**config.mk**
```make
export PLATFORM = sky130hd
export DESIGN_NAME = prv_timer
export DESIGN_NICKNAME = d
export VERILOG_FILES = /design/src/rtl/tmr_pkg.sv /design/src/rtl/tmr_prescale.sv /design/src/rtl/tmr_fsm.sv /design/src/rtl/tmr_core.sv /design/src/rtl/prv_timer.sv
export SDC_FILE = /design/constraint.sdc
export NUM_CORES = 1
export LEC_CHECK = 0
export BUFFER_PORTS_ARGS = -buffer_cell sky130_fd_sc_hd__buf_2
export CORE_AREA = 2 2 144 118
export DETAILED_ROUTE_END_ITERATION = 6
export DIE_AREA = 0 0 146 120
export SYNTH_ARGS = -nofsm -noshare
export SYNTH_HDL_FRONTEND = slang
export SYNTH_SLANG_ARGS = --single-unit
```
**constraint.sdc**
```tcl
create_clock -name clk -period 4.4 [get_ports clk]
set_input_delay 0.88 -clock clk [delete_from_list [all_inputs] [get_ports clk]]
set_output_delay 0.88 -clock clk [all_outputs]
set_load 0.1 [all_outputs]
```
**src/rtl/tmr_pkg.sv**
```systemverilog
package tmr_pkg;

    typedef enum logic [1:0] {
        ST_OFF  = 2'd0,
        ST_HOLD = 2'd1,
        ST_RUN  = 2'd2
    } tmr_state_e;

    typedef enum logic [1:0] {
        REG_START = 2'd0,
        REG_COUNT = 2'd1,
        REG_CTRL  = 2'd2,
        REG_STAT  = 2'd3
    } tmr_reg_e;

    localparam int CTRL_EN_BIT   = 0;
    localparam int CTRL_AUTO_BIT = 1;
    localparam int CTRL_DIV_LSB  = 8;

endpackage

```
**src/rtl/tmr_prescale.sv**
```systemverilog
module tmr_prescale #(
    parameter int DIV_W = 8
) (
    input  logic             clk,
    input  logic             rst_n,
    input  logic             run_i,
    input  logic             restart_i,
    input  logic [DIV_W-1:0] div_i,
    output logic             tick_o
);
    logic [DIV_W-1:0] phase_q;

    // >= keeps the divider safe if the division value is lowered mid-count
    assign tick_o = run_i && !restart_i && (phase_q >= div_i);

    always_ff @(posedge clk or negedge rst_n) begin
        if (!rst_n) begin
            phase_q <= '0;
        end else if (restart_i) begin
            phase_q <= '0;
        end else if (run_i) begin
            phase_q <= tick_o ? '0 : phase_q + 1'b1;
        end
    end
endmodule

```
**src/rtl/tmr_fsm.sv**
```systemverilog
module tmr_fsm
    import tmr_pkg::*;
(
    input  logic       clk,
    input  logic       rst_n,
    input  logic       en_next_i,
    input  logic       zero_next_i,
    output tmr_state_e state_o
);
    tmr_state_e state_q, state_d;

    always_ff @(posedge clk or negedge rst_n) begin
        if (!rst_n) state_q <= ST_OFF;
        else        state_q <= state_d;
    end

    always_comb begin
        state_d = state_q;
        unique case (state_q)
            ST_OFF: begin
                if (en_next_i) state_d = zero_next_i ? ST_HOLD : ST_RUN; // EN_ON_IDLE / EN_ON_RUN
            end
            ST_HOLD: begin
                if (!en_next_i)        state_d = ST_OFF;   // EN_OFF
                else if (!zero_next_i) state_d = ST_RUN;   // ARM
            end
            ST_RUN: begin
                if (!en_next_i)       state_d = ST_OFF;    // EN_OFF
                else if (zero_next_i) state_d = ST_HOLD;   // EXPIRE_STOP
            end
            default: state_d = ST_OFF;
        endcase
    end

    assign state_o = state_q;
endmodule

```
**src/rtl/tmr_core.sv**
```systemverilog
module tmr_core
    import tmr_pkg::*;
#(
    parameter int DATA_W = 32,
    parameter int DIV_W  = 8,
    parameter int ADDR_W = 4
) (
    input  logic              clk,
    input  logic              rst_n,
    input  logic              bus_wr,
    input  logic [ADDR_W-1:0] bus_addr,
    input  logic [DATA_W-1:0] bus_wdata,
    output logic [DATA_W-1:0] bus_rdata,
    input  tmr_state_e        state_i,
    input  logic              tick_i,
    output logic              restart_o,
    output logic              en_next_o,
    output logic              zero_next_o,
    output logic [DIV_W-1:0]  div_o,
    output logic              irq_level,
    output logic              irq_pulse
);
    logic [DATA_W-1:0] start_q, start_d;
    logic [DATA_W-1:0] count_q, count_d;
    logic [DATA_W-1:0] ctrl_q,  ctrl_d;
    logic              stat_q,  stat_d, stat_prev_q;
    logic              expire;
    tmr_reg_e          sel;

    assign sel = tmr_reg_e'(bus_addr[3:2]);

    always_comb begin
        start_d   = start_q;
        count_d   = count_q;
        ctrl_d    = ctrl_q;
        stat_d    = stat_q;
        restart_o = 1'b0;
        expire    = 1'b0;
        if (tick_i) begin
            if (count_q == DATA_W'(1)) begin
                expire  = 1'b1;
                count_d = ctrl_q[CTRL_AUTO_BIT] ? start_q : '0;
            end else begin
                count_d = count_q - 1'b1;
            end
        end
        if (bus_wr) begin
            unique case (sel)
                REG_START: begin
                    start_d   = bus_wdata;
                    count_d   = bus_wdata;
                    restart_o = 1'b1;
                end
                REG_COUNT: begin
                    count_d   = bus_wdata;
                    restart_o = 1'b1;
                end
                REG_CTRL: begin
                    ctrl_d = bus_wdata;
                    if (!ctrl_q[CTRL_EN_BIT] && bus_wdata[CTRL_EN_BIT]) begin
                        restart_o = 1'b1;
                        if (count_q == '0 && bus_wdata[CTRL_AUTO_BIT]) count_d = start_q;
                    end
                end
                REG_STAT: begin
                    if (bus_wdata[0]) stat_d = 1'b0;
                end
                default: ;
            endcase
        end
        if (expire) stat_d = 1'b1;
    end

    always_ff @(posedge clk or negedge rst_n) begin
        if (!rst_n) begin
            start_q     <= '0;
            count_q     <= '0;
            ctrl_q      <= '0;
            stat_q      <= 1'b0;
            stat_prev_q <= 1'b0;
        end else begin
            start_q     <= start_d;
            count_q     <= count_d;
            ctrl_q      <= ctrl_d;
            stat_q      <= stat_d;
            stat_prev_q <= stat_q;
        end
    end

    always_comb begin
        unique case (sel)
            REG_START: bus_rdata = start_q;
            REG_COUNT: bus_rdata = (ctrl_q[CTRL_EN_BIT] && count_q != '0) ? count_q : '0;
            REG_CTRL:  bus_rdata = ctrl_q;
            REG_STAT:  bus_rdata = DATA_W'(stat_q);
            default:   bus_rdata = '0;
        endcase
    end

    assign en_next_o   = ctrl_d[CTRL_EN_BIT];
    assign zero_next_o = (count_d == '0);
    assign div_o       = ctrl_q[CTRL_DIV_LSB +: DIV_W];
    assign irq_level   = stat_q;
    assign irq_pulse   = stat_q && !stat_prev_q;

    AST_PULSE_SINGLE: assert property (@(posedge clk) disable iff (!rst_n)
        irq_pulse |=> !irq_pulse);
    AST_STATUS_STICKY: assert property (@(posedge clk) disable iff (!rst_n)
        (stat_q && !(bus_wr && sel == REG_STAT && bus_wdata[0])) |=> stat_q);
    AST_HOLD_QUIET: assert property (@(posedge clk) disable iff (!rst_n)
        (state_i == ST_HOLD && !bus_wr) |=> (count_q == '0 && !$rose(stat_q)));
    AST_OFF_FROZEN: assert property (@(posedge clk) disable iff (!rst_n)
        (state_i == ST_OFF && !bus_wr) |=> $stable(count_q));
    AST_ONESHOT_STOP: assert property (@(posedge clk) disable iff (!rst_n)
        (expire && !ctrl_q[CTRL_AUTO_BIT] && !bus_wr) |=> (count_q == '0 && stat_q));
    AST_AUTO_REFILL: assert property (@(posedge clk) disable iff (!rst_n)
        (expire && ctrl_q[CTRL_AUTO_BIT] && !bus_wr) |=> (count_q == $past(start_q) && stat_q));
endmodule

```
**src/rtl/prv_timer.sv**
```systemverilog
module prv_timer
    import tmr_pkg::*;
#(
    parameter int DATA_W = 32,
    parameter int DIV_W  = 8,
    parameter int ADDR_W = 4
) (
    input  logic              clk,
    input  logic              rst_n,
    input  logic              bus_wr,
    input  logic [ADDR_W-1:0] bus_addr,
    input  logic [DATA_W-1:0] bus_wdata,
    output logic [DATA_W-1:0] bus_rdata,
    output logic              irq_level,
    output logic              irq_pulse
);
    tmr_state_e       state;
    logic             tick, restart, en_next, zero_next;
    logic [DIV_W-1:0] div;

    tmr_core #(.DATA_W(DATA_W), .DIV_W(DIV_W), .ADDR_W(ADDR_W)) core_i (
        .clk        (clk),
        .rst_n      (rst_n),
        .bus_wr     (bus_wr),
        .bus_addr   (bus_addr),
        .bus_wdata  (bus_wdata),
        .bus_rdata  (bus_rdata),
        .state_i    (state),
        .tick_i     (tick),
        .restart_o  (restart),
        .en_next_o  (en_next),
        .zero_next_o(zero_next),
        .div_o      (div),
        .irq_level  (irq_level),
        .irq_pulse  (irq_pulse)
    );

    tmr_prescale #(.DIV_W(DIV_W)) presc_i (
        .clk      (clk),
        .rst_n    (rst_n),
        .run_i    (state == ST_RUN),
        .restart_i(restart),
        .div_i    (div),
        .tick_o   (tick)
    );

    tmr_fsm fsm_i (
        .clk        (clk),
        .rst_n      (rst_n),
        .en_next_i  (en_next),
        .zero_next_i(zero_next),
        .state_o    (state)
    );
endmodule

```
==> run metrics <==
GP Congestion between 0.9 and 1; buffer levels on the longest clock path 2; # IOs 73; status finished, final reports clean; Die Area approximately 18000 um2; H-tree depth reported by CTS 3; Hold Path Class reg -> reg; fraction of layout cells with a size suffix above 1 between 20% and 30%; grt peak-use layer met2; share of synthesized area spent on multiplexers around 15%; Post-synth ARST share 100%; routed via count between 6000 and 7000; Post-CTS Hold Buffers 0; Final Max Slew Viols 0; mean post-synth cell area about 9 um2; detailed placer's ending HPWL between 15000 and 20000 um; Cell variety after synth between 70 and 80; count leader, synth dfrtp_1; clk slew on worst S/H paths approximately 70 ps; Synth Area in Adders about 2.1%; initial antenna violation count 0; power per cell area 409 nW/um2; setup repair bufs after CTS 0; crit start category flop; ys flop type dfrtp_1; GRT met3 Usage 6.65%; synthesized instance count between 700 and 800; initial core utilization between 40% and 50%; DP Worst Slack around 84 ps; largest net degree at the start of global routing 45; Clk Latency, worst-skew pair approximately 360 ps; Remaining Overflow, GRT 0; leakage 3.62 nW; main combinational cell family by area after synthesis compound AO/OA/AOI/OAI gates; GRT met1 Usage approximately 45%; final worst slack between 300 and 400 ps; Final nets around 900; top cells by area, synth dfrtp_1 (38%), mux2_2 (10%), nand2_1 (5.1%); reg-to-reg slack, setup 320 ps; post-synthesis cell area between 7000 and 8000 um2; DRC 0; Commonest cells post-synth dfrtp_1 (108), nand2_1 (97), o21ai_0 (72); compound-gate portion of the synthesized area ~20%; worst hold margin between 400 and 500 ps; WP data required 4650 ps; YS warnings 0; Synth area leader dfrtp_1; total negative slack 0 ps; # port buffers 70; # resized after CTS 0; max-cap violations 0; Fin. Hold Viols 0; Filler Cell Count roughly 1500; row cnt 42; fin crit share between 90% and 100%; CTS Buf Count 9; Slew HR a little over a fifth; top cell type's share of synthesized area 38.0%; GRT Util Overall between 30 and 40%; setup violators final 0; crit end category flop; Max VDD drop between 200 and 250 uV; Least-Margin Pin Slew 1170 ps; RSZ-0062 raised after global routing false; xor/xnor share of the synthesized area approximately 1.1%; TritonCTS Sinks ~110; First DRT Iteration DRCs roughly 700; number of global-route vias before repair 6777; Setup Crit Path Kind reg -> reg; Max FO, Critical Path 8; post-synthesis simple-gate area fraction 19.6%; detailed-route vias per instance about 6.4; Die W between 100 and 150 um; Pwr Total about 3.5 mW; final wirelength 26400 um; post-route antenna net violation count 0; core area 16200 um2; Final min period a little over 4000 ps; syn_nets 824; Post-synth EDFFs 0; First-pass DRT Iterations 6; ant diodes 0; GR Layer Usage met2 between 40% and 50%; first-pass GRT wire length roughly 41000 um; register area share after synthesis between 30% and 40%; Fmax 245 MHz; clock tree from TritonCTS yes; Synth Register Bits 108; Clock Tree Root clkbuf_16; routed len/inst 24.5 um; area growth from synthesis to layout 20.7%; clk_skew between 9 and 10 ps; Die Y between 100 and 150 um; CP arrival ~4300 ps
## per-layer routing
layer / up-vias / routed length (um)
met5: - / 0
met4: 0 / 623
met3: 62 / 2280
met2: 362 / 11300
met1: 3443 / 12100
li1: 3064 / -
## critical path, cell delays in order (launching register included)
cell     delay [ps]
dfrtp_1         420
ha_1            350
nand4_1         190
nor4_1          400
and3_1          510
buf_4           230
o21ai_0         140
a22oi_1         220
nor2_1          100
or4_1           570
or4_4           550
o31a_1          300
## state kept, by name, summed over array words and instances (netlist names)
register and flops:
core_i.stat_prev_q 1, core_i.ctrl_q 32, core_i.irq_level 1, presc_i.phase_q 8, core_i.count_q 32, core_i.start_q 32, fsm_i.state_o 2
## layout make-up
class,count,area [um2],area share (%)
well taps,220,275,3.21
clock inverters,5,85.1,0.992
inverters,20,75.1,0.875
clock buffers,10,239,2.79
multi-input cells,592,4130,48.2
repair buffers,124,1070,12.5
flip-flops and latches,108,2700,31.5
## placed cells by master (no fill, tap or decap), drive strengths merged, types with 7 or more instances in the layout
master  instances
o22ai          13
a21oi          22
nand2b          8
o21ai          79
mux2i          31
nor3           22
buf           124
clkbuf         10
a22o           14
nor2           33
a31oi           8
mux2           64
a22oi          16
or3             8
and3           13
a32oi           7
dfrtp         108
nand2          98
o31ai           7
inv            21
nor4           20
nand4           8
nand3          17
xor2            7
o211ai          9
ha             12
## final timing paths
path | endpoint | start | cells past startpoint
max | fsm_i.state_o[1]$_DFFE_PN0P_ | presc_i.phase_q[7]$_DFFE_PN0P_ | 11
min reg2reg | core_i.stat_prev_q$_DFF_PN0_ | core_i.irq_level$_DFFE_PN0P_ | 0
min in group asynchronous | core_i.ctrl_q[31]$_DFFE_PN0P_ | rst_n | 1
min | core_i.stat_prev_q$_DFF_PN0_ | core_i.irq_level$_DFFE_PN0P_ | 0
max reg2reg | fsm_i.state_o[1]$_DFFE_PN0P_ | presc_i.phase_q[7]$_DFFE_PN0P_ | 11
max in group asynchronous | core_i.ctrl_q[9]$_DFFE_PN0P_ | rst_n | 2
## report_power, final
| group | internal [mW] | switching (mW) |
|---|---|---|
| Sequential | 1.16 | 0.205 |
| Clock | 0.515 | 0.395 |
| Combinational | 0.443 | 0.796 |
## cell families (layout without fill, tap and decap cells)
group,after synthesis,after routing
compound gates,219,219
xor+xnor,9,9
fa+ha+maj,12,12
buf+inv,73,159
flops,108,108
mux,95,95
simple gates,257,257
## metrics by stage
step,cells,cell area [um2],utilization [%]
2_1_floorplan,773,7110,-
3_3_place_gp,1064,8260,51.0
3_5_place_dp,1064,8260,51.0
4_1_cts,1079,8580,53.0
5_1_grt,1079,8580,53.0
6_report,1079,8580,53.0
Power figures use the tool's default switching activity.
